<file path="src/rtl/adc_sched_pkg.sv">
package adc_sched_pkg;
  typedef enum logic [1:0] {
    OP_NONE    = 2'd0,
    OP_SINGLE  = 2'd1,
    OP_SCAN    = 2'd2,
    OP_STOP    = 2'd3
  } cmd_op_e;

  typedef enum logic [2:0] {
    S_IDLE,
    S_ARM,
    S_CONV,
    S_WAIT,
    S_READ,
    S_PUSH
  } seq_state_e;
endpackage

</file>
<file path="src/rtl/adc_res_fifo.sv">
module adc_res_fifo #(
  parameter int W     = 17,
  parameter int DEPTH = 16,
  localparam int PTR_W = (DEPTH > 1) ? $clog2(DEPTH) : 1,
  localparam int CNT_W = $clog2(DEPTH + 1)
) (
  input  logic             clk_i,
  input  logic             rst_ni,
  input  logic             push_i,
  input  logic [W-1:0]     din_i,
  input  logic             pop_i,
  output logic [W-1:0]     dout_o,
  output logic             empty_o,
  output logic [CNT_W-1:0] free_o
);
  logic [W-1:0]     mem_q [DEPTH];
  logic [PTR_W-1:0] wr_q, rd_q;
  logic [CNT_W-1:0] cnt_q;
  logic             do_push, do_pop;

  assign do_push = push_i && (cnt_q != CNT_W'(DEPTH));
  assign do_pop  = pop_i && (cnt_q != '0);
  assign empty_o = (cnt_q == '0);
  assign free_o  = CNT_W'(DEPTH) - cnt_q;
  assign dout_o  = mem_q[rd_q];

  function automatic logic [PTR_W-1:0] nxt(input logic [PTR_W-1:0] p);
    return (p == PTR_W'(DEPTH - 1)) ? '0 : p + 1'b1;
  endfunction

  always_ff @(posedge clk_i or negedge rst_ni) begin
    if (!rst_ni) begin
      wr_q  <= '0;
      rd_q  <= '0;
      cnt_q <= '0;
    end else begin
      if (do_push) wr_q <= nxt(wr_q);
      if (do_pop)  rd_q <= nxt(rd_q);
      if (do_push && !do_pop)      cnt_q <= cnt_q + 1'b1;
      else if (do_pop && !do_push) cnt_q <= cnt_q - 1'b1;
    end
  end

  always_ff @(posedge clk_i) begin
    if (do_push) mem_q[wr_q] <= din_i;
  end
endmodule

</file>
<file path="src/rtl/adc_conv_seq.sv">
module adc_conv_seq
  import adc_sched_pkg::*;
#(
  parameter int N_ADC    = 4,
  parameter int N_CH     = 8,
  parameter int DATA_W   = 12,
  parameter int CONV_GAP = 208,
  parameter int FREE_W   = 5,
  localparam int IDX_W   = (N_ADC > 1) ? $clog2(N_ADC) : 1,
  localparam int CH_W    = (N_CH > 1) ? $clog2(N_CH) : 1,
  localparam int EW      = IDX_W + CH_W + DATA_W,
  localparam int GAP_W   = $clog2(CONV_GAP + 1)
) (
  input  logic                    clk_i,
  input  logic                    rst_ni,
  input  logic                    cmd_valid_i,
  input  cmd_op_e                 cmd_op_i,
  input  logic [CH_W-1:0]         cmd_ch_i,
  input  logic [N_ADC-1:0]        adc_busy_i,
  input  logic [N_ADC*DATA_W-1:0] adc_data_i,
  input  logic [FREE_W-1:0]       fifo_free_i,
  output logic                    adc_start_no,
  output logic                    adc_rd_o,
  output logic [CH_W-1:0]         adc_ch_o,
  output logic                    push_o,
  output logic [EW-1:0]           push_data_o,
  output logic                    ovf_o
);
  seq_state_e               state_q;
  logic                     scan_q, stop_q, ph_q, ovf_q;
  logic [CH_W-1:0]          ch_q;
  logic [IDX_W-1:0]         idx_q;
  logic [GAP_W-1:0]         gap_q;
  logic [N_ADC-1:0][DATA_W-1:0] samp_q;
  logic                     room;

  assign room         = fifo_free_i >= FREE_W'(N_ADC);
  assign adc_start_no = (state_q != S_CONV);
  assign adc_rd_o     = (state_q == S_READ);
  assign adc_ch_o     = ch_q;
  assign push_o       = (state_q == S_PUSH);
  assign push_data_o  = {idx_q, ch_q, samp_q[idx_q]};
  assign ovf_o        = ovf_q;

  always_ff @(posedge clk_i or negedge rst_ni) begin
    if (!rst_ni) begin
      state_q <= S_IDLE;
      scan_q  <= 1'b0;
      stop_q  <= 1'b0;
      ph_q    <= 1'b0;
      ovf_q   <= 1'b0;
      ch_q    <= '0;
      idx_q   <= '0;
      gap_q   <= '0;
    end else begin
      if (gap_q != '0) gap_q <= gap_q - 1'b1;
      unique case (state_q)
        S_IDLE: begin
          if (cmd_valid_i && (cmd_op_i == OP_SINGLE || cmd_op_i == OP_SCAN)) begin
            ch_q    <= cmd_ch_i;
            scan_q  <= (cmd_op_i == OP_SCAN);
            stop_q  <= 1'b0;
            state_q <= S_ARM;
          end
        end
        S_ARM: begin
          if (stop_q) begin
            state_q <= S_IDLE;
            scan_q  <= 1'b0;
            stop_q  <= 1'b0;
          end else if (gap_q == '0) begin
            if (room) begin
              state_q <= S_CONV;
              gap_q   <= GAP_W'(CONV_GAP - 1);
              ph_q    <= 1'b0;
            end else begin
              ovf_q <= 1'b1;
            end
          end
        end
        S_CONV: begin
          ph_q <= ~ph_q;
          if (ph_q) state_q <= S_WAIT;
        end
        S_WAIT: begin
          if (adc_busy_i == '0) begin
            state_q <= S_READ;
            ph_q    <= 1'b0;
          end
        end
        S_READ: begin
          ph_q <= ~ph_q;
          if (ph_q) begin
            idx_q   <= '0;
            state_q <= S_PUSH;
          end
        end
        S_PUSH: begin
          idx_q <= idx_q + 1'b1;
          if (idx_q == IDX_W'(N_ADC - 1)) begin
            if (scan_q && !stop_q) begin
              ch_q    <= (ch_q == CH_W'(N_CH - 1)) ? '0 : ch_q + 1'b1;
              state_q <= S_ARM;
            end else begin
              state_q <= S_IDLE;
              scan_q  <= 1'b0;
              stop_q  <= 1'b0;
            end
          end
        end
        default: state_q <= S_IDLE;
      endcase
      if (cmd_valid_i && cmd_op_i == OP_STOP && scan_q && state_q != S_IDLE)
        stop_q <= 1'b1;
    end
  end

  // capture all buses on the second read cycle
  for (genvar g = 0; g < N_ADC; g++) begin : g_cap
    always_ff @(posedge clk_i or negedge rst_ni) begin
      if (!rst_ni)                             samp_q[g] <= '0;
      else if (state_q == S_READ && ph_q)      samp_q[g] <= adc_data_i[g*DATA_W +: DATA_W];
    end
  end
endmodule

</file>
<file path="src/rtl/resp_merge.sv">
module resp_merge #(
  parameter int RESP_W = 32,
  parameter int EW     = 17
) (
  input  logic              oth_valid_i,
  input  logic [RESP_W-1:0] oth_data_i,
  output logic              oth_ready_o,
  input  logic              q_empty_i,
  input  logic [EW-1:0]     q_data_i,
  output logic              q_pop_o,
  output logic              resp_valid_o,
  output logic              resp_src_o,
  output logic [RESP_W-1:0] resp_data_o,
  input  logic              resp_ready_i
);
  always_comb begin
    oth_ready_o  = 1'b0;
    q_pop_o      = 1'b0;
    resp_valid_o = 1'b0;
    resp_src_o   = 1'b0;
    resp_data_o  = '0;
    if (oth_valid_i) begin
      resp_valid_o = 1'b1;
      resp_data_o  = oth_data_i;
      oth_ready_o  = resp_ready_i;
    end else if (!q_empty_i) begin
      resp_valid_o = 1'b1;
      resp_src_o   = 1'b1;
      resp_data_o  = RESP_W'(q_data_i);
      q_pop_o      = resp_ready_i;
    end
  end
endmodule

</file>
<file path="src/rtl/adc_scan_sched.sv">
module adc_scan_sched
  import adc_sched_pkg::*;
#(
  parameter int N_ADC      = 4,
  parameter int N_CH       = 8,
  parameter int DATA_W     = 12,
  parameter int CONV_GAP   = 208,
  parameter int FIFO_DEPTH = 16,
  parameter int RESP_W     = 32,
  localparam int IDX_W     = (N_ADC > 1) ? $clog2(N_ADC) : 1,
  localparam int CH_W      = (N_CH > 1) ? $clog2(N_CH) : 1,
  localparam int EW        = IDX_W + CH_W + DATA_W,
  localparam int FREE_W    = $clog2(FIFO_DEPTH + 1)
) (
  input  logic                    clk_i,
  input  logic                    rst_ni,
  input  logic                    cmd_valid_i,
  input  logic [1:0]              cmd_op_i,
  input  logic [CH_W-1:0]         cmd_ch_i,
  output logic                    adc_start_no,
  input  logic [N_ADC-1:0]        adc_busy_i,
  output logic                    adc_rd_o,
  output logic [CH_W-1:0]         adc_ch_o,
  input  logic [N_ADC*DATA_W-1:0] adc_data_i,
  input  logic                    oth_valid_i,
  input  logic [RESP_W-1:0]       oth_data_i,
  output logic                    oth_ready_o,
  output logic                    resp_valid_o,
  output logic                    resp_src_o,
  output logic [RESP_W-1:0]       resp_data_o,
  input  logic                    resp_ready_i,
  output logic                    ovf_avoided_o
);
  logic              push, pop, q_empty;
  logic [EW-1:0]     push_data, q_data;
  logic [FREE_W-1:0] fifo_free;

  adc_conv_seq #(
    .N_ADC(N_ADC), .N_CH(N_CH), .DATA_W(DATA_W),
    .CONV_GAP(CONV_GAP), .FREE_W(FREE_W)
  ) seq_i (
    .clk_i, .rst_ni, .cmd_valid_i,
    .cmd_op_i    (cmd_op_e'(cmd_op_i)),
    .cmd_ch_i, .adc_busy_i, .adc_data_i,
    .fifo_free_i (fifo_free),
    .adc_start_no, .adc_rd_o, .adc_ch_o,
    .push_o      (push),
    .push_data_o (push_data),
    .ovf_o       (ovf_avoided_o)
  );

  adc_res_fifo #(.W(EW), .DEPTH(FIFO_DEPTH)) fifo_i (
    .clk_i, .rst_ni,
    .push_i  (push),
    .din_i   (push_data),
    .pop_i   (pop),
    .dout_o  (q_data),
    .empty_o (q_empty),
    .free_o  (fifo_free)
  );

  resp_merge #(.RESP_W(RESP_W), .EW(EW)) merge_i (
    .oth_valid_i, .oth_data_i, .oth_ready_o,
    .q_empty_i (q_empty),
    .q_data_i  (q_data),
    .q_pop_o   (pop),
    .resp_valid_o, .resp_src_o, .resp_data_o, .resp_ready_i
  );
endmodule

</file>
<file path="config.mk">
export PLATFORM = sky130hd
export DESIGN_NAME = adc_scan_sched
export DESIGN_NICKNAME = d
export VERILOG_FILES = /design/src/rtl/adc_sched_pkg.sv /design/src/rtl/adc_res_fifo.sv /design/src/rtl/adc_conv_seq.sv /design/src/rtl/resp_merge.sv /design/src/rtl/adc_scan_sched.sv
export SDC_FILE = /design/constraint.sdc
export NUM_CORES = 1
export LEC_CHECK = 0
export ABC_AREA = 1
export BUFFER_PORTS_ARGS = -buffer_cell sky130_fd_sc_hd__buf_2
export CAP_MARGIN = 10
export CORE_UTILIZATION = 50
export CTS_BUF_LIST = sky130_fd_sc_hd__clkbuf_16
export CTS_CLUSTER_SIZE = 30
export DETAILED_ROUTE_END_ITERATION = 12
export PLACE_DENSITY = 0.69
export SLEW_MARGIN = 20
export SYNTH_ARGS = -nofsm -noshare
export SYNTH_HDL_FRONTEND = slang
export SYNTH_SLANG_ARGS = --single-unit
</file>
<file path="constraint.sdc">
create_clock -name clk_i -period 7.3 [get_ports clk_i]
set_input_delay 0.73 -clock clk_i [delete_from_list [all_inputs] [get_ports clk_i]]
set_output_delay 0.73 -clock clk_i [all_outputs]
set_load 0.1 [all_outputs]
</file>
==> qor.txt, run 1 <==
#FFs+latches synth - 353
Rel. slew slack - 26.7%
Final ANT Viol Nets - 0
Vias in the first global route - 11400
Detailed Routing Iterations Pass 1 - 8
Tot GR Track Use - 23.9%
Worst clock skew - 0.0167 ns
Worst path bufs/invs - 4
Fin crit period - 4.36 ns
Area of the mapped netlist - 0.0163 mm2
Final Hold Fails - 0
CP max stage delay - 0.86 ns
Most numerous cell on the critical path - nand2_1
CTS Root Cell - clkbuf_16
Setup crit start - fifo_i.rd_q[0]
Area grow syn2layout - 14.2%
Synth Warn # - 0
Reg2Reg Setup Slack - 4.01 ns
Final setup violating endpoints - 0
Worst R2R Start - fifo_i.cnt_q[0]
Post_cts resized - 0
Fmax - 230 MHz
Seq. cell area - 0.0102 mm2
Layout Nets - 1945
Worst-case hold slack - 0.238 ns
Critical R2R Capture - fifo_i.cnt_q[4]
HPWL Detailed - 24.0 mm
Core Area - 0.0319 mm2
Worst-path clk slew - 0.06 ns
Die footprint - 0.0334 mm2
Nature of the critical path endpoint - primary output
Setup TNS - 0 ns
PortBufs - 134
Cell Chain, Critical Path - inv_4 -> buf_4 -> nand2_1 -> nand3_1 -> nand2_1 -> nand2_1 -> nand2_1 -> inv_1 -> nand2_1 -> nand2_1 -> nand2_1 -> buf_2
CTS tree - yes
Status - finished clean
Worst-Skew Late Latency - 0.52 ns
CP arrival - 3.63 ns
Syn_nets - 1817
Max IR drop VDD - 0.000254 V
I/O pin cnt - 135
# clock sinks - 353
Total CTS buffers - 38
Max-Cap Viols - 0
Slowest-stage cell, CP - inv_4
Multi-input gate area - 0.00472 mm2
Gr ovfl total - 0
Top delay family on crit path - buffers and inverters
Hold WC Path Type - in -> async
DR WL/cell - 16.9 um
Antenna fix cells - 0
Longest Clk Path Bufs - 3
Leakage - 8.79 nW
Crit path max fanout - 103
Die Ht - 183 um
First-pass GRT wire length - 61.3 mm
Post-CTS setup buffer count - 0
Startpoint Class - register
DRT iter0 DRCs - 986
WP depth - 12
Distinct cells, synth - 33
CP Class - reg -> out
GP Congestion - 0.819
Final period util - 59.7%
Register area share after synthesis - 62.4%
Chip width - 183 um
WP data required - 6.57 ns
Vias - 11700
H-tree levels - 2
Vias per std cell - 5.11
Mapped Cells - 1703
Post-CTS Hold Buffers - 0
CP endpoint - resp_data_o[6]
Row count - 65
Worst-margin pin slew - 1.10 ns
Final WL - 38.8 mm
Initial antenna violation count - 1
RSZ-0062 raised after global routing - no
R2R depth - 18
Final-report max-slew violation count - 0
Pwr/cell area - 424 mW/mm2
Layout cells sized above 1 - 15.5%
Filler cells - 2777
Largest net degree at the start of global routing - 104
Initial cell density of the core - 51.3%
Mean post-synth cell area - 9.60 um2
DRC - 0
Total power draw - 7.91 mW
==> per-stage QoR <==
| stage | utilization (%) | std cells | instance area (um2) | setup slack [ns] |
|---|---|---|---|---|
| 6_report | 58.6 | 2293 | 18700 | 2.94 |
| 5_1_grt | 58.6 | 2293 | 18700 | 2.70 |
| 4_1_cts | 58.5 | 2293 | 18700 | 2.93 |
| 3_5_place_dp | 54.9 | 2226 | 17500 | 3.48 |
| 3_3_place_gp | 54.9 | 2226 | 17500 | 3.50 |
| 2_1_floorplan | - | 1703 | 16300 | 3.46 |
==> how the worst min path moves through the flow <==
| stage | end | slack [ns] | cells after the start |
|---|---|---|---|
| 5_1_grt | seq_i.gap_q[5] | 0.31 | 1 |
| 4_1_cts | seq_i.samp_q[34] | 0.42 | 2 |
| 3_3_place_gp | seq_i.ovf_o | 0.47 | 1 |
| 6_report | seq_i.gap_q[4] | 0.24 | 1 |
| 3_5_place_dp | seq_i.ovf_o | 0.47 | 1 |
| 2_1_floorplan | fifo_i.cnt_q[0] | 0.43 | 0 |
==> routing by layer <==
layer	track usage, %	share of wire [%]
met1	31.0	43
met2	40.5	48
met3	3.69	6.1
met4	9.17	3.5
met5	0	0.034
==> where the power goes <==
part	leakage [nW]	internal, mW	switching (mW)
combinational	4.76	0.819	2.29
sequential	3.42	2.79	0.216
clock	0.611	1.04	0.756
total	8.79	4.65	3.26
==> placed cells by master, fill, tap and decap left out, drive strengths merged, types with 6 or more instances in the layout <==
| cell | netlist | routed |
|---|---|---|
| ha | 19 | 19 |
| clkbuf | 37 | 39 |
| nand2 | 544 | 544 |
| nor2 | 73 | 73 |
| o22ai | 13 | 13 |
| clkinv | 4 | 12 |
| o21ai | 46 | 46 |
| a21oi | 15 | 15 |
| xor2 | 6 | 6 |
| inv | 308 | 323 |
| dfrtp | 81 | 81 |
| nand3 | 181 | 181 |
| buf | 36 | 161 |
| mux2 | 48 | 48 |
| edfxtp | 272 | 272 |
==> registers in the layout, summed over array words and instances, names as in the netlist <==
| name | cells |
|---|---|
| fifo_i.cnt_q | 5 |
| fifo_i.wr_q | 4 |
| seq_i.samp_q | 48 |
| seq_i.ovf_o | 1 |
| seq_i.stop_q | 1 |
| seq_i.state_q | 3 |
| seq_i.scan_q | 1 |
| seq_i.idx_q | 2 |
| seq_i.ph_q | 1 |
| seq_i.adc_ch_o | 3 |
| fifo_i.rd_q | 4 |
| fifo_i.mem_q | 272 |
| seq_i.gap_q | 8 |
==> cells by family (layout without fill, tap and decap cells) <==
group / after synthesis / in the layout / synth area share (%)
compound gates: 80 / 80 / 2.66
xor+xnor: 9 / 9 / 0.482
fa+ha+maj: 20 / 20 / 1.58
buf+inv: 385 / 540 / 9.24
flops: 353 / 353 / 62.4
mux: 48 / 48 / 3.51
simple gates: 808 / 808 / 20.2
==> worst register-to-register path: cells and delay by family (launching register included) <==
| family | cells | cell delay (ns) |
|---|---|---|
| AO/OA/AOI/OAI | 4 | 0.60 |
| adder cells (fa/ha/maj) | 3 | 0.80 |
| buffers and inverters | 5 | 0.51 |
| flip-flops | 1 | 0.37 |
| AND/OR/NAND/NOR | 6 | 0.89 |
==> cells in the mapped netlist, drive strengths merged <==
cell type / n / share of area (%)
a21oi: 15 / 0.46
buf: 36 / 1.2
clkbuf: 37 / 0.85
clkinv: 4 / 0.092
dfrtp: 81 / 12
edfxtp: 272 / 50
fa: 1 / 0.12
ha: 19 / 1.5
inv: 308 / 7.1
mux2: 48 / 3.5
nand2: 544 / 13
nand3: 181 / 5.5
nand4: 4 / 0.15
nor2: 73 / 1.7
nor3: 3 / 0.12
nor4: 1 / 0.038
o211ai: 3 / 0.14
o21a: 1 / 0.046
o21ai: 46 / 1.4
o21bai: 1 / 0.046
o22ai: 13 / 0.50
o31ai: 1 / 0.046
or2: 2 / 0.077
xnor2: 3 / 0.16
xor2: 6 / 0.32
==> layout make-up <==
type | count | area share (%)
sequential | 353 | 54.6
timing repair buffer | 161 | 4.71
tap | 435 | 2.91
inverter | 312 | 6.28
multi-input combinational | 965 | 25.3
clock buffer | 39 | 5.23
clock inverter | 28 | 0.978
(Power assumes the default switching activity.)
==> run 2: changes to the inputs <==
Settings changed: ABC_AREA 1 to 0.
Clock period 7.3 ns to 4.19 ns, I/O delays scaled along.
==> run 2 against run 1 <==
  * Routed wire length down 22%
  * Worst hold slack worse by 0.097 ns
  * First-iteration DRC count down 50%
  * Synthesized cell count fell by 49%
  * Sequential cell count is the same
  * Cell area decreased by 8.8%
  * Register-to-register slack got worse by 3.1 ns
  * Sequential share of layout area rose by 5.2 points
  * Critical path type unchanged
  * Highest routed layer is now met4
==> qor.txt, run 2 <==
Max FFs per register - 272 (unchanged)
Layout Utilization - 58.9% (+0.30 points)
Vias per std cell - 5.62 (+9.8%)
Total CTS buffers - 36 (-5.3%)
Pwr/cell area - 745 mW/mm2 (+76%)
DR WL/cell - 21.2 um (+25%)
CTS tree - yes
Worst-path clk slew - 0.06 ns (about the same)
Die footprint - 0.0303 mm2 (-9.4%)
Worst-Skew Late Latency - 0.51 ns (about the same)
Final instance area - 0.0170 mm2 (-8.8%)
Logic gate share of total power - 36.2% (-3.1 points)
Hold WC Path Type - in -> reg
Final Hold Fails - 0 (unchanged)
Final period util - 90.1%
Layout cells sized above 1 - 34.0% (+19 points)
Filler cells - 2153 (-22%)
Main synth FF type - edfxtp_1
Mean post-synth cell area - 16.9 um2 (+76%)
Register area share after synthesis - 68.9% (+6.6 points)
CP Class - reg -> out
Final-report max-slew violation count - 0 (unchanged)
P_sw - 4.63 mW (+42%)
Commonest non-fill, non-tap cell in the layout - edfxtp_1
Cell internal pwr - 8.06 mW (+73%)
RSZ-0062 raised after global routing - no
Post-synthesis async set-or-reset flop share - 22.9% (unchanged)
Distinct cells, synth - 50 (+52%)
Vias - 8013 (-32%)
Tot GR Track Use - 20.5% (-3.4 points)
Leading area contributor after synthesis - edfxtp_1
Initial antenna violation count - 0 (-1)
Antenna fix cells - 0 (unchanged)
Layout Nets - 1132 (-42%)
Die Ht - 174 um (-4.8%)
Fin crit period - 3.78 ns
Mapped Cells - 876 (-49%)
Worst R2R Start - fifo_i.cnt_q[1]
Vias in the first global route - 8136 (-28%)
Synth top cells by count - edfxtp_1, mux2_2, dfrtp_1
Placed cells - 1363 (-39%)
CP arrival - 3.36 ns (-0.27 ns)
Setup crit start - fifo_i.cnt_q[1]
Worst-margin pin slew - 1.01 ns (-0.0863 ns)
Switching portion of total power - 36.5% (-4.8 points)
HP Start - adc_data_i[24]
Max-Cap Viols - 0 (unchanged)
Area of the mapped netlist - 0.0148 mm2 (-9.5%)
Sequential share of power - 40.5% (+2.5 points)
Final ANT Viol Nets - 0 (unchanged)
Rel. slew slack - 32.4% (+5.8 points)
WP data required - 3.77 ns (-2.80 ns)
DP Area - 0.0159 mm2 (-8.9%)
Core Area - 0.0289 mm2 (-9.2%)
Most frequent cells in the layout - edfxtp_1, buf_2, mux2_2
Initial cell density of the core - 51.1% (-0.16 points)
Row count - 62 (-4.6%)
Reg with most FFs - fifo_i.mem_q
WHS Endpoint - seq_i.samp_q[24]
Top Registers - fifo_i.mem_q x272, seq_i.samp_q x48, seq_i.gap_q x8
I/O pin cnt - 135 (unchanged)
Final WL - 30.2 mm (-22%)
Clock network power share - 23.3% (+0.6 points)
Worst clock skew - 0.0141 ns (-0.00263 ns)
Gr ovfl total - 0 (unchanged)
WHS Path Cells - 2
Non-filler instance count after layout - 1427 (-38%)
Largest net degree at the start of global routing - 45 (-57%)
Reg2Reg Setup Slack - 0.89 ns (-3.12 ns)
H-tree levels - 2 (unchanged)
GP Congestion - 0.793 (-3.2%)
# clock sinks - 353 (unchanged)
First-pass GRT wire length - 47.4 mm (-23%)
Post_cts resized - 0 (unchanged)
Setup TNS - 0 ns (unchanged)
Chip width - 174 um (-4.8%)
Synth Warn # - 0 (unchanged)
Area grow syn2layout - 15.2%
Synth top area cells - edfxtp_1, dfrtp_1, mux4_2, mux2_2, mux2i_1
Post-CTS Hold Buffers - 1 (+1)
Yosys top cell area share - 55.2% (+5.3 points)
Fmax - 265 MHz
#FFs+latches synth - 353 (unchanged)
Syn_nets - 990 (-46%)
CTS Root Cell - clkbuf_16
Critical R2R Capture - fifo_i.cnt_q[4]
Final setup violating endpoints - 0 (unchanged)
Longest Clk Path Bufs - 3 (unchanged)
Post-CTS setup buffer count - 0 (unchanged)
PortBufs - 134 (unchanged)
Nature of the critical path endpoint - primary output
Detailed Routing Iterations Pass 1 - 5 (-3)
Leakage - 6.36 nW (-28%)
Startpoint Class - register
R2R depth - 11 (-7)
Status - finished clean
Post-synth EDFFs - 272 (unchanged)
DRT iter0 DRCs - 491 (-50%)
HPWL Detailed - 19.6 mm (-19%)
Max IR drop VDD - 0.000486 V (+91%)
Crit path max fanout - 17 (-83%)
Worst-case hold slack - 0.141 ns (-0.0972 ns)
DRC - 0 (unchanged)
Most common cell in the netlist - edfxtp_1
run 2: changes by cell type after synthesis, moves of 10 or more:
| cell | previous run | this run |
|---|---|---|
| nand2_1 | 542 | 20 |
| inv_1 | 305 | 15 |
| nand3_1 | 181 | 9 |
| mux2i_1 | 0 | 55 |
| nor2_1 | 70 | 23 |
| mux4_2 | 0 | 46 |
| mux2_2 | 39 | 83 |
| nor3_1 | 2 | 26 |
| a22o_1 | 0 | 19 |
| and2_1 | 0 | 17 |
| clkbuf_1 | 37 | 21 |
| o21ai_0 | 45 | 32 |
| a21oi_1 | 15 | 27 |
| buf_2 | 31 | 21 |
run 2: final cells by class:
type,instances,area [um2],area share (%)
clock buffer,37,926,5.43
clock inverter,26,164,0.962
inverter,15,56.3,0.330
multi-input combinational,455,4340,25.5
sequential,353,10200,59.9
tap,384,480,2.82
timing repair buffer,157,873,5.13
run 2: cells by family after synthesis:
kind of cell             Yosys count  share of synthesized area [%]
multiplexers                     185                           17.1
XOR/XNOR                          12                          0.711
buffers and inverters             68                           2.11
flip-flops                       353                           68.9
AO/OA/AOI/OAI                    118                           5.19
AND/OR/NAND/NOR                  120                           4.21
adder cells (fa/ha/maj)           20                           1.74
run 2: per-layer routing:
layer  global-route usage [%]  up-vias  share of wire [%]
met4                     5.56        0                1.9
met5                        0        -                  0
li1                         -     3685                  -
met3                     3.61       47                5.5
met1                     28.6     4034                 45
met2                     33.3      247                 48
run 2: worst max-delay path by stage:
| stage | end | depth (start not counted) |
|---|---|---|
| global route | resp_data_o[1] | 7 |
| finish | resp_data_o[3] | 7 |
| global placement | resp_data_o[1] | 7 |
| CTS | resp_data_o[1] | 7 |
| floorplan | resp_data_o[10] | 6 |
| detailed placement | fifo_i.cnt_q[4] | 11 |
run 2: stage by stage:
| step | power (mW) | worst slack, ns |
|---|---|---|
| 2_1_floorplan | 8.63 | 0.177 |
| 4_1_cts | 12.8 | 0.401 |
| 6_report | 12.7 | 0.413 |
| 3_5_place_dp | 9.83 | 0.896 |
| 5_1_grt | 13.3 | 0.0104 |
| 3_3_place_gp | 9.74 | 0.978 |
run 2: power groups by stage:
| stage | combinational, mW | clock (mW) | sequential (mW) |
|---|---|---|---|
| after floorplan | 3.59 | 0 | 5.04 |
| after global placement | 4.56 | 0 | 5.18 |
| after detailed placement | 4.62 | 0 | 5.21 |
| after CTS | 4.64 | 3.01 | 5.14 |
| after global routing | 4.93 | 3.15 | 5.20 |
| final | 4.59 | 2.96 | 5.14 |
run 2: critical path, stage by stage, from the launching register on:
cell     delay, ns
dfrtp_1       0.41
nor4_1        0.72
ha_1          0.33
or3_1         0.62
nor3_1        0.14
a21oi_1       0.20
o21ai_1       0.09
buf_2         0.32
==> run 3: changes to the inputs <==
Settings changed: REMOVE_ABC_BUFFERS from default to 1, SKIP_LAST_GASP from default to 1.
==> run 3 against run 2 <==
  * Sequential cell count is the same
  * First-iteration DRC count rose by 18%
  * Register-to-register slack improved by 0.03 ns
  * Die area is the same
  * Routed wire length down 0.65%
  * Critical path depth stayed put
  * Combinational power fell by 4%
  * Maximum frequency is 1.8% lower
  * Critical endpoint is now resp_data_o[16]
  * Sequential share of layout area down 0.50 points
  * Clock power grew 11%
==> qor.txt, run 3 (synthesized netlist as in run 2, its figures left out) <==
Status - finished clean
Max FFs per register - 272 (unchanged)
Final setup violating endpoints - 0 (unchanged)
Post-CTS setup buffer count - 0 (unchanged)
Commonest non-fill, non-tap cell in the layout - edfxtp_1
Detailed Routing Iterations Pass 1 - 5 (unchanged)
Final instance area - 0.0172 mm2 (+0.84%)
Die Ht - 174 um (unchanged)
Hold WC Path Type - in -> reg
Sequential share of power - 40.4% (about the same)
H-tree levels - 2 (unchanged)
Final-report max-slew violation count - 0 (unchanged)
HP Start - adc_data_i[35]
Worst-path clk slew - 0.06 ns (about the same)
Top Registers - fifo_i.mem_q x272, seq_i.samp_q x48, seq_i.gap_q x8
CTS Root Cell - clkbuf_16
Worst R2R Start - fifo_i.cnt_q[1]
Placed cells - 1370 (+0.51%)
Layout Utilization - 59.4% (+0.49 points)
Vias - 7994 (-0.24%)
RSZ-0062 raised after global routing - no
Worst slack, placed - 0.861 ns (-0.0351 ns)
Layout cells sized above 1 - 33.9% (-0.13 points)
Reg with most FFs - fifo_i.mem_q
Gr ovfl total - 0 (unchanged)
Final ANT Viol Nets - 0 (unchanged)
Cell internal pwr - 8.34 mW (+3.5%)
Antenna fix cells - 0 (unchanged)
Final Hold Fails - 0 (unchanged)
Fmax - 260 MHz (-1.8%)
Row count - 62 (unchanged)
PortBufs - 134 (unchanged)
Vias in the first global route - 8297 (+2.0%)
Rel. slew slack - 37.3% (+4.8 points)
Post-CTS Hold Buffers - 1 (unchanged)
Fin crit period - 3.85 ns (+0.0697 ns)
Initial antenna violation count - 0 (unchanged)
Total CTS buffers - 35 (-2.8%)
Total power draw - 12.9 mW (+1.9%)
Startpoint Class - register
DP Area - 0.0160 mm2 (+0.13%)
Non-filler instance count after layout - 1434 (+0.49%)
Final WL - 30.0 mm (-0.65%)
Crit path max fanout - 17 (unchanged)
Switching portion of total power - 35.5% (-0.97 points)
Chip width - 174 um (unchanged)
Largest net degree at the start of global routing - 51 (+13%)
Post_cts resized - 0 (unchanged)
Layout Nets - 1138 (+0.53%)
Die footprint - 0.0303 mm2 (unchanged)
DRT iter0 DRCs - 577 (+18%)
I/O pin cnt - 135 (unchanged)
Clock network power share - 25.4% (+2.1 points)
Nature of the critical path endpoint - primary output
Core Area - 0.0289 mm2 (unchanged)
HPWL Detailed - 19.3 mm (-1.5%)
DR WL/cell - 20.9 um (-1.1%)
Tot GR Track Use - 20.7% (+0.19 points)
DRC - 0 (unchanged)
Filler cells - 2179 (+1.2%)
CP Class - reg -> out
Vias per std cell - 5.57 (-0.72%)
Final period util - 91.8% (+1.7 points)
Area grow syn2layout - 16.1%
Worst-margin pin slew - 0.933 ns (-0.0788 ns)
WP data required - 3.77 ns (about the same)
Most frequent cells in the layout - edfxtp_1, buf_2, mux2_2
First-pass GRT wire length - 47.7 mm (+0.79%)
Longest Clk Path Bufs - 3 (unchanged)
Max-Cap Viols - 0 (unchanged)
CTS tree - yes
Max IR drop VDD - 0.000552 V (+14%)
Setup crit start - fifo_i.cnt_q[1]
Initial cell density of the core - 51.1% (unchanged)
Worst clock skew - 0.0226 ns (+0.00856 ns)
Logic gate share of total power - 34.2% (-2.0 points)
Leakage - 6.46 nW (+1.5%)
# clock sinks - 353 (unchanged)
GP Congestion - 0.771 (-2.8%)
Worst-Skew Late Latency - 0.52 ns (about the same)
Pwr/cell area - 753 mW/mm2 (+1.1%)
P_sw - 4.59 mW (-0.81%)
CP arrival - 3.43 ns (+0.07 ns)
Setup ws final - 0.343 ns (-0.0697 ns)
-- run 3: power groups by stage --
stage	Combinational [mW]	Clock, mW	Sequential [mW]
4_1_cts	4.47	3.35	5.23
3_5_place_dp	4.45	0	5.30
2_1_floorplan	3.13	0	5.46
3_3_place_gp	4.38	0	5.28
6_report	4.42	3.29	5.22
5_1_grt	4.77	3.48	5.30
-- run 3: critical path, stage by stage, from the launching register on --
cell and delay (ns):
dfrtp_1 0.43, nor4_1 0.70, ha_1 0.34, or3_1 0.70
nor3_1 0.13, a21oi_1 0.16, o21ai_0 0.12, buf_2 0.34
-- run 3: worst paths after layout --
| check | to | slack, ns | depth (start not counted) |
|---|---|---|---|
| max in group asynchronous | seq_i.samp_q[32] | 2.83 | 3 |
| max | resp_data_o[16] | 0.34 | 7 |
| max reg2reg | fifo_i.cnt_q[4] | 0.92 | 11 |
| min reg2reg | seq_i.ovf_o | 0.46 | 1 |
| min in group asynchronous | seq_i.samp_q[34] | 0.44 | 2 |
| min | seq_i.samp_q[35] | 0.12 | 2 |
-- run 3: cell type report --
type / count / area [um2] / area share (%)
clock buffers: 36 / 901 / 5.24
clock inverters: 27 / 310 / 1.81
inverters: 15 / 56.3 / 0.328
multi-input cells: 455 / 4310 / 25.1
flip-flops and latches: 353 / 10200 / 59.4
well taps: 384 / 480 / 2.80
repair buffers: 164 / 926 / 5.39
-- run 3: through the flow --
step	setup TNS, ns	hold WS [ns]
4_1_cts	0	0.104
3_5_place_dp	0	0.445
3_3_place_gp	0	0.438
5_1_grt	0	0.111
2_1_floorplan	-69.11	0.123
6_report	0	0.123
-- run 3: routing by layer --
metal | GRT usage, % | routed length [um]
met5 | 0 | 0
met2 | 32.9 | 14200
met1 | 29.6 | 13800
met4 | 5.48 | 597
met3 | 3.57 | 1420
